**config.mk**
```make
export PLATFORM = sky130hd
export DESIGN_NAME = sdcmd_frontend
export DESIGN_NICKNAME = d
export VERILOG_FILES = /design/src/rtl/sdcmd_pkg.sv /design/src/rtl/sdcmd_decode.sv /design/src/rtl/sdcmd_bank_tracker.sv /design/src/rtl/sdcmd_array.sv /design/src/rtl/sdcmd_read_pipe.sv /design/src/rtl/sdcmd_frontend.sv
export SDC_FILE = /design/constraint.sdc
export NUM_CORES = 2
export LEC_CHECK = 0
export BUFFER_PORTS_ARGS = -buffer_cell sky130_fd_sc_hd__buf_2
export CORE_MARGIN = 2
export CORE_UTILIZATION = 50
export DETAILED_ROUTE_END_ITERATION = 8
export PLACE_DENSITY = 0.74
export RECOVER_POWER = 100
export SYNTH_ARGS = -nofsm -noshare
export SYNTH_HDL_FRONTEND = slang
export SYNTH_SLANG_ARGS = --single-unit
export TNS_END_PERCENT = 1
```
**constraint.sdc**
```tcl
create_clock -name clk -period 4.1 [get_ports clk]
set_input_delay 0 -clock clk [delete_from_list [all_inputs] [get_ports clk]]
set_output_delay 0 -clock clk [all_outputs]
set_load 0.02 [all_outputs]
```
**src/rtl/sdcmd_pkg.sv**
```systemverilog
`timescale 1ns/1ps
package sdcmd_pkg;

  localparam int NUM_CMDS = 8;

  // Bit index of each command in the one-hot vector
  typedef enum logic [2:0] {
    CMD_NOP = 3'd0,
    CMD_ACT = 3'd1,
    CMD_RD  = 3'd2,
    CMD_WR  = 3'd3,
    CMD_PRE = 3'd4,
    CMD_REF = 3'd5,
    CMD_LMR = 3'd6,
    CMD_BST = 3'd7
  } cmd_e;

  function automatic cmd_e decode_pins(input logic ras_n, input logic cas_n,
                                       input logic we_n);
    cmd_e c;
    unique case ({ras_n, cas_n, we_n})
      3'b111:  c = CMD_NOP;
      3'b011:  c = CMD_ACT;
      3'b101:  c = CMD_RD;
      3'b100:  c = CMD_WR;
      3'b010:  c = CMD_PRE;
      3'b001:  c = CMD_REF;
      3'b000:  c = CMD_LMR;
      default: c = CMD_BST;
    endcase
    return c;
  endfunction

endpackage

```
**src/rtl/sdcmd_decode.sv**
```systemverilog
`timescale 1ns/1ps
module sdcmd_decode
  import sdcmd_pkg::*;
(
  input  logic                clk,
  input  logic                rst_n,
  input  logic                cke,
  input  logic                cs_n,
  input  logic                ras_n,
  input  logic                cas_n,
  input  logic                we_n,
  output logic                enabled,
  output logic [NUM_CMDS-1:0] cmd_now,
  output logic [NUM_CMDS-1:0] cmd_q
);

  logic cke_q, cke_d;
  logic [NUM_CMDS-1:0] cmd_d;

  // Clock enable sampled at the previous edge gates the current edge
  always_comb begin
    cke_d   = cke;
    enabled = cke_q;
  end

  always_comb begin
    cmd_now = '0;
    if (cke_q) begin
      if (cs_n) cmd_now[CMD_NOP] = 1'b1;
      else      cmd_now[decode_pins(ras_n, cas_n, we_n)] = 1'b1;
    end
    cmd_d = cmd_now;
  end

  always_ff @(posedge clk or negedge rst_n) begin
    if (!rst_n) begin
      cke_q <= 1'b0;
      cmd_q <= '0;
    end else begin
      cke_q <= cke_d;
      cmd_q <= cmd_d;
    end
  end

endmodule

```
**src/rtl/sdcmd_bank_tracker.sv**
```systemverilog
`timescale 1ns/1ps
module sdcmd_bank_tracker #(
  parameter int NUM_BANKS = 4,
  parameter int ROW_W     = 3,
  localparam int BANK_W   = $clog2(NUM_BANKS)
) (
  input  logic                       clk,
  input  logic                       rst_n,
  input  logic                       act_en,
  input  logic                       pre_en,
  input  logic                       pre_all,
  input  logic [BANK_W-1:0]          bank,
  input  logic [ROW_W-1:0]           row,
  output logic [NUM_BANKS-1:0]       open,
  output logic [NUM_BANKS*ROW_W-1:0] rows
);

  for (genvar b = 0; b < NUM_BANKS; b++) begin : g_bank
    logic             hit;
    logic             open_d, open_q;
    logic             row_en;
    logic [ROW_W-1:0] row_q;

    always_comb begin
      hit    = (bank == BANK_W'(b));
      row_en = act_en && hit;
      open_d = open_q;
      if (row_en)                        open_d = 1'b1;
      else if (pre_en && (pre_all || hit)) open_d = 1'b0;
    end

    always_ff @(posedge clk or negedge rst_n) begin
      if (!rst_n) begin
        open_q <= 1'b0;
        row_q  <= '0;
      end else begin
        open_q <= open_d;
        if (row_en) row_q <= row;
      end
    end

    assign open[b]                   = open_q;
    assign rows[b*ROW_W +: ROW_W]    = row_q;
  end

endmodule

```
**src/rtl/sdcmd_array.sv**
```systemverilog
`timescale 1ns/1ps
module sdcmd_array #(
  parameter int AW     = 8,
  parameter int LANES  = 2,
  parameter int LANE_W = 8,
  localparam int DW    = LANES * LANE_W,
  localparam int DEPTH = 1 << AW
) (
  input  logic             clk,
  input  logic             rst_n,
  input  logic             wr_en,
  input  logic [LANES-1:0] wr_lane_en,
  input  logic [AW-1:0]    wr_addr,
  input  logic [DW-1:0]    wr_data,
  input  logic             rd_en,
  input  logic [AW-1:0]    rd_addr,
  output logic [DW-1:0]    rd_data
);

  logic [DW-1:0] cells [DEPTH];
  logic [DW-1:0] rd_q;

  // Stand-in cell array, no reset contents
  always_ff @(posedge clk) begin
    if (wr_en) begin
      for (int l = 0; l < LANES; l++) begin
        if (wr_lane_en[l]) cells[wr_addr][l*LANE_W +: LANE_W] <= wr_data[l*LANE_W +: LANE_W];
      end
    end
  end

  always_ff @(posedge clk or negedge rst_n) begin
    if (!rst_n)     rd_q <= '0;
    else if (rd_en) rd_q <= cells[rd_addr];
  end

  assign rd_data = rd_q;

endmodule

```
**src/rtl/sdcmd_read_pipe.sv**
```systemverilog
`timescale 1ns/1ps
module sdcmd_read_pipe #(
  parameter int LANES  = 2,
  parameter int LANE_W = 8,
  localparam int DW    = LANES * LANE_W
) (
  input  logic             clk,
  input  logic             rst_n,
  input  logic             rd_issue,
  input  logic [LANES-1:0] dqm,
  input  logic [DW-1:0]    arr_data,
  output logic [DW-1:0]    dout,
  output logic [LANES-1:0] oe
);

  logic             vld1_q;
  logic [LANES-1:0] mask1_q;
  logic [LANES-1:0] oe_d, oe_q;
  logic [DW-1:0]    dout_d, dout_q;

  // Stage 2: mask captured with the command gates the beat
  always_comb begin
    oe_d = {LANES{vld1_q}} & ~mask1_q;
    for (int l = 0; l < LANES; l++) begin
      dout_d[l*LANE_W +: LANE_W] = oe_d[l] ? arr_data[l*LANE_W +: LANE_W] : '0;
    end
  end

  always_ff @(posedge clk or negedge rst_n) begin
    if (!rst_n) begin
      vld1_q  <= 1'b0;
      mask1_q <= '0;
      oe_q    <= '0;
      dout_q  <= '0;
    end else begin
      vld1_q  <= rd_issue;
      mask1_q <= dqm;
      oe_q    <= oe_d;
      dout_q  <= dout_d;
    end
  end

  assign dout = dout_q;
  assign oe   = oe_q;

endmodule

```
**src/rtl/sdcmd_frontend.sv**
```systemverilog
`timescale 1ns/1ps
module sdcmd_frontend
  import sdcmd_pkg::*;
#(
  parameter int NUM_BANKS = 4,
  parameter int ROW_W     = 3,
  parameter int COL_W     = 3,
  parameter int LANES     = 2,
  parameter int LANE_W    = 8,
  localparam int BANK_W   = $clog2(NUM_BANKS),
  localparam int ADDR_W   = ((ROW_W > COL_W) ? ROW_W : COL_W) + 1,
  localparam int DW       = LANES * LANE_W
) (
  input  logic                       clk,
  input  logic                       rst_n,
  input  logic                       cke,
  input  logic                       cs_n,
  input  logic                       ras_n,
  input  logic                       cas_n,
  input  logic                       we_n,
  input  logic [BANK_W-1:0]          ba,
  input  logic [ADDR_W-1:0]          addr,
  input  logic [LANES-1:0]           dqm,
  input  logic [DW-1:0]              wdata,
  output logic [DW-1:0]              rdata,
  output logic [LANES-1:0]           rdata_oe,
  output logic [NUM_CMDS-1:0]        cmd_onehot,
  output logic [NUM_BANKS-1:0]       bank_open,
  output logic [NUM_BANKS*ROW_W-1:0] open_rows,
  output logic                       cmd_illegal,
  output logic                       dev_active
);

  localparam int AW      = BANK_W + ROW_W + COL_W;
  localparam int ALL_BIT = ADDR_W - 1;

  logic [NUM_CMDS-1:0] cmd_now;
  logic                bank_is_open;
  logic [ROW_W-1:0]    cur_row;
  logic                rw_cmd, rd_issue, wr_issue, illegal_d, illegal_q;
  logic [AW-1:0]       cell_addr;
  logic [DW-1:0]       arr_data;

  sdcmd_decode u_dec (
    .clk     (clk),
    .rst_n   (rst_n),
    .cke     (cke),
    .cs_n    (cs_n),
    .ras_n   (ras_n),
    .cas_n   (cas_n),
    .we_n    (we_n),
    .enabled (dev_active),
    .cmd_now (cmd_now),
    .cmd_q   (cmd_onehot)
  );

  sdcmd_bank_tracker #(.NUM_BANKS(NUM_BANKS), .ROW_W(ROW_W)) u_banks (
    .clk     (clk),
    .rst_n   (rst_n),
    .act_en  (cmd_now[CMD_ACT]),
    .pre_en  (cmd_now[CMD_PRE]),
    .pre_all (addr[ALL_BIT]),
    .bank    (ba),
    .row     (addr[ROW_W-1:0]),
    .open    (bank_open),
    .rows    (open_rows)
  );

  always_comb begin
    bank_is_open = bank_open[ba];
    cur_row      = open_rows[ba*ROW_W +: ROW_W];
    rw_cmd       = cmd_now[CMD_RD] | cmd_now[CMD_WR];
    illegal_d    = rw_cmd & ~bank_is_open;
    rd_issue     = cmd_now[CMD_RD] & bank_is_open;
    wr_issue     = cmd_now[CMD_WR] & bank_is_open;
    cell_addr    = {ba, cur_row, addr[COL_W-1:0]};
  end

  always_ff @(posedge clk or negedge rst_n) begin
    if (!rst_n) illegal_q <= 1'b0;
    else        illegal_q <= illegal_d;
  end

  assign cmd_illegal = illegal_q;

  sdcmd_array #(.AW(AW), .LANES(LANES), .LANE_W(LANE_W)) u_array (
    .clk        (clk),
    .rst_n      (rst_n),
    .wr_en      (wr_issue),
    .wr_lane_en (~dqm),
    .wr_addr    (cell_addr),
    .wr_data    (wdata),
    .rd_en      (rd_issue),
    .rd_addr    (cell_addr),
    .rd_data    (arr_data)
  );

  sdcmd_read_pipe #(.LANES(LANES), .LANE_W(LANE_W)) u_rpipe (
    .clk      (clk),
    .rst_n    (rst_n),
    .rd_issue (rd_issue),
    .dqm      (dqm),
    .arr_data (arr_data),
    .dout     (rdata),
    .oe       (rdata_oe)
  );

endmodule

```
# After elaboration in Yosys (flattened, before gate mapping)
# Memory sizes are Yosys's and may differ from the RTL's. A register that Yosys moved wholly into a read port is not among the register bits.
# Cells that the tools add are included.
[word_totals]
memories = 1
ff_bits = 47
in_bits = 31
ram_bits = 4096
[memory_table]
columns = ["memory", "words", "width", "rd", "rd_ports_with_merged_regs", "wr", "line", "rtl"]
rows = [
  ["u_array.cells", 256, 16, 1, 1, 1, "sdcmd_array.sv:20", "logic [DW-1:0] cells [DEPTH];"],
]
[classes]
reduce_logical = 20
n_lt_le_gt_ge = 3
bitwise_logic = 8
mul = 1
n_shift = 1
muxes = 26
eq_ne = 9
[ops]
columns = ["operator", "count"]
rows = [
  ["$mux W8", 3],
  ["$pmux W3 S7", 1],
  ["$mux W1", 17],
  ["$shiftx A12 B5 Y3", 1],
  ["$eq A3 B3 Y1 const B", 3],
  ["$logic_and A1 B1 Y1", 9],
  ["$reduce_bool A2 Y1", 4],
  ["$mux W7", 1],
  ["$eq A3 B2 Y1 const B", 2],
  ["$mux W3", 2],
  ["$eq A2 B2 Y1 const B", 2],
  ["$logic_or A1 B1 Y1", 4],
  ["$lt A3 B4 Y1 const B", 1],
  ["$mul A2 B2 Y4 const B", 1],
  ["$not A2 Y2", 2],
  ["$and A1 B1 Y1", 3],
  ["$demux W1 S3", 1],
  ["$eq A3 B1 Y1 const B", 1],
  ["$ge A3 B1 Y1 const B", 1],
  ["$logic_not A3 Y1", 1],
  ["$lt A2 B3 Y1 const B", 1],
  ["$and A2 B2 Y2", 1],
  ["$bmux W1 S2", 1],
  ["$eq A2 B1 Y1 const B", 1],
  ["4 further kinds", 4],
]

# Longest topological paths before layout
[depth]
ltp_word = 13
mapped_depth = 11

# Cells and area by module
# Synthesis repeated with hierarchy kept, for this count alone.
[unflattened]
cells_unflattened = 7947
hier_area_um2 = 161677.6
[modules_own_cells]
columns = ["mod", "seq_area_each_um2", "area_per_inst_um2", "n_inst", "cells_each"]
rows = [
  ["sdcmd_array", 123398.3, 159829.5, 1, 7824],
  ["sdcmd_read_pipe", 525.5, 700.7, 1, 40],
  ["sdcmd_bank_tracker", 400.4, 686.9, 1, 48],
  ["sdcmd_decode", 225.2, 306.5, 1, 24],
  ["sdcmd_frontend", 25.0, 153.9, 1, 11],
]

# Least setup slack after synthesis
# OpenSTA, ideal clock, no wires.
[synth_path]
path_kind = "register to register"
startpoint = "reg u_banks.g_bank[3].row_q[0]"
endpoint = "mem u_array.cells[114][0] (netlist bit), enable pin"
setup_ns = 0.370
stages_incl_launch_ff = 10
arrival_ns = 2.635
period_less_slack_ns = 3.005
path_buffers = 4
slack_ns = 1.095
path_cell_list = "dfrtp_1 -> mux4_2 -> buf_2 -> buf_2 -> or2_2 -> clkbuf_1 -> nor2_1 -> nand2_1 -> clkbuf_1 -> nor2_1"
[synth_via]
elab_chain_cells = 1
[synth_lines]
columns = ["item", "line", "rtl"]
rows = [
  ["start, declared", "sdcmd_bank_tracker.sv:22", "logic [ROW_W-1:0] row_q;"],
  ["start signal, assigned", "sdcmd_bank_tracker.sv:38", "if (row_en) row_q <= row;"],
  ["$shiftx A12 B5 Y3", "sdcmd_frontend.sv:71", "cur_row = open_rows[ba*ROW_W +: ROW_W];"],
  ["end, declared", "sdcmd_array.sv:20", ""],
]
# No other way between the ends.

# Final worst setup path
[layout_path]
startpoint = "reg u_banks.g_bank[0].row_q[1]"
endpoint = "reg u_array.rd_q[9] (netlist: u_array.rd_data[9]), read port of u_array.cells"
[layout_via]
elab_chain_cells = 1
[layout_lines]
columns = ["item", "line", "rtl"]
rows = [
  ["start, declared", "sdcmd_bank_tracker.sv:22", ""],
  ["start signal, assigned", "sdcmd_bank_tracker.sv:38", ""],
  ["$shiftx A12 B5 Y3", "sdcmd_frontend.sv:71", ""],
  ["end, declared", "sdcmd_array.sv:21", "logic [DW-1:0] rd_q;"],
]
# No other way between the ends.
# A chain may end at the register's enable or synchronous reset.

==> impl_results.md <==
- Status: finished, violations left
- Failing checks: max-capacitance violations, max-slew violations, negative setup slack
- Drt via density: approximately 6.5
- FILL cells: roughly 23k
- Setup TNS: -19.4 ps
- MaxCap Viol Count: 26
- Average cell area after synthesis: around 23 sq um
- Top-count cell post-synth: edfxtp_1
- Die width: between 500 and 600 um
- Post-synth EDFFs: about 4.1k
- Clk_skew: 68.9 ps
- Max Slew Vio Count: roughly 2.6k
- Slew HR: -169%
- TritonCTS Buffers: roughly 400
- Gr usage total: about 26%
- Crit. End Element: flop
- Asr flop ratio synth: under 10%
- CORE AREA: around 320,000 sq um
- Register bit total from synthesis: around 4.2k
- Row count: 208
- First-pass GRT wire length: between 600,000 and 700,000 um
- Synthesis-to-finish area growth: 13.5%
- Clk slew on worst S/H paths: roughly 60 ps
- Vias post-DR: approximately 80k
- Worst slew pin tran: just over 4000 ps
- Fmax: between 200 and 250 MHz
- Sequential fraction of the synthesis area: ~77%
- Arrival time worst endpoint: about 5000 ps
- Clk_lat worst skew: 990 ps
- Sink Count: roughly 4.2k
- Largest family of logic cells by synthesized area: multiplexers
- WHS: about 87 ps
- Final ANT Viol Nets: 0
- Largest net degree at the start of global routing: between 150 and 200
- Post-synthesis compound-gate area fraction: less than 1%
- Worst Path Max Fanout: 21
- Worst min path class: in -> reg
- Syn nets: just over 7k
- DRT iter0 DRCs: about 12k
- Clock H-tree levels: 5
- Synth top cells by count: edfxtp_1, mux4_2, nor2_1
- Clk buf depth: 4
- Ys flop type: edfxtp_1
- Endpoints failing hold: 0
- Postcts setup bufs: 0
- IO Count: 75
- Clock Root Buffer: clkbuf_16
- Post-layout minimum cycle time: between 4000 and 5000 ps
- Share of the synthesized area in the top cell type: between 70% and 80%
- Area of the mapped netlist: 161,000 sq um
- Mapped Cells: approximately 7.0k
- Total grt overflow: 0
- Layout cells sized above 1: between 20% and 30%
- Simple-gate area share of the yosys netlist: under 10%
- CTS tree: yes
- Slack of the critical path: -17.3 ps
- Post-synthesis cell type count: 64
- Maximum VDD drop: 0.378 mV
- I/O Buffers: 74
- Synth area leader: edfxtp_1
- WL/cell: 34.3 um
- Yosys warns: 0
- Routed WL: ~420,000 um
- Xor/xnor share of the synthesized area: 0%
- Drt pass-1 iters: 7
- Die Area: 326,000 sq um
- Leak: between 50 and 60 nW
- Post-synthesis mux area share: between 15 and 20%
- Gpl congestion: 0.908
- CP required: 4960 ps
- Final nets: between 7k and 8k
- DR DRC count: 0
- Die height: about 570 um
- Vias in the first global route: around 80k
- PD cells: a little under 500 nW/um^2
- Setup violations, final: 2
- Post-Synth Adder-Cell Area: 0%
- Fin crit share: 100%
- Worst Setup Start Kind: flop
- Initial Utilization: ~50%
- Initial antenna violation count: 22
- Ranking of synthesized cells by area: edfxtp_1, mux4_2, nor2_1
- Critical path class: reg -> reg
- Post-DP HPWL: between 200,000 and 300,000 um
flip-flops by register name, indices dropped and copies added (netlist names):
signal,count
cmd_illegal,1
u_rpipe.mask1_q,2
u_array.rd_data,16
u_rpipe.oe,2
u_banks.g_bank.open_q,4
u_banks.g_bank.row_q,12
u_rpipe.dout,16
u_rpipe.vld1_q,1
u_dec.enabled,1
u_dec.cmd_q,8
u_array.cells,4096
report_power, final:
group          leakage [nW]  internal (mW)  switching (mW)
Sequential             37.6           46.8           0.197
Clock                  6.46           21.8            16.0
Combinational          12.0           2.01            3.62
Total                  56.1           70.6            19.8
through the flow:
step / std cells / power, mW / setup slack (ps) / area [sq um] / utilization [%]
CTS: 12400 / 90.6 / 200 / 184000 / 57.4
finish: 12400 / 90.4 / -17.3 / 183000 / 56.9
global placement: 11600 / 53.3 / 143 / 170000 / 53.0
detailed placement: 11600 / 53.4 / 224 / 170000 / 53.0
global route: 12400 / 92.4 / -2.71 / 182000 / 56.9
floorplan: 7024 / 50.6 / 1090 / 161000 / -
placed cells by master, fill, tap and decap left out, types with 42 or more instances in the layout:
cell type | Yosys | layout
dlygate4sd3_1 | 0 | 42
dfrtp_1 | 63 | 63
bufinv_16 | 0 | 57
edfxtp_1 | 4096 | 4096
nor2_1 | 566 | 563
nand2_1 | 115 | 115
clkbuf_16 | 0 | 401
clkbuf_2 | 0 | 86
buf_12 | 0 | 53
clkinv_1 | 0 | 69
clkinv_2 | 0 | 68
clkbuf_1 | 162 | 365
mux4_2 | 1200 | 1199
mux2_2 | 65 | 65
buf_4 | 64 | 216
clkinvlp_4 | 0 | 45
mux2i_1 | 128 | 128
cell families (layout without fill, tap and decap cells):
family,Yosys count,after routing
mux,1393,1393
simple gates,829,829
flops,4159,4159
compound gates,213,213
other cells,0,11
buf+inv,430,1475
area by class of cell:
cell class | instances | area, sq um | share of cell area (%)
inverters | 3 | 11.3 | 0.00617
clock inverters | 272 | 3120 | 1.71
multi-input cells | 2435 | 34100 | 18.7
clock buffers | 456 | 10300 | 5.66
well taps | 4305 | 5390 | 2.95
repair buffers | 744 | 4940 | 2.71
diodes | 11 | 27.5 | 0.0151
flip-flops and latches | 4159 | 125000 | 68.3
worst paths after layout:
kind	cells after the start	startpoint	to	slack, ps
worst max-delay path	8	u_banks.g_bank[0].row_q[1]	u_array.rd_data[9]	-20
worst min-delay path	4	addr[3]	u_banks.g_bank[3].open_q	90
min in group asynchronous	4	rst_n	u_dec.enabled	810
worst min register to register	1	u_rpipe.mask1_q[1]	u_rpipe.oe[1]	500
worst max register to register	8	u_banks.g_bank[0].row_q[1]	u_array.rd_data[9]	-20
max in group asynchronous	4	rst_n	u_rpipe.dout[5]	1070
repair_timing:
item,CTS,global route
endpoints found under the setup margin,0,16
endpoints found under the hold margin,1546,0
gates resized for setup,0,2
hold buffers,43,0
critical path, stage by stage (launching register included):
cell	delay [ps]
dfrtp_1	350
clkbuf_1	910
or4b_2	1010
nor2_1	740
buf_4	320
a222oi_1	210
o2111ai_1	270
nor2_1	70
a21oi_1	130
layer usage:
layer  up-vias  track usage [%]  part of all wire (%)
met1     42400             35.2                    36
met2      5988             40.0                    47
met4         8             12.1                   5.5
li1      31100                -                     -
met3       949             6.26                    12
met5         -                0                 0.011
No activity file was read; power rests on OpenSTA's default activity.
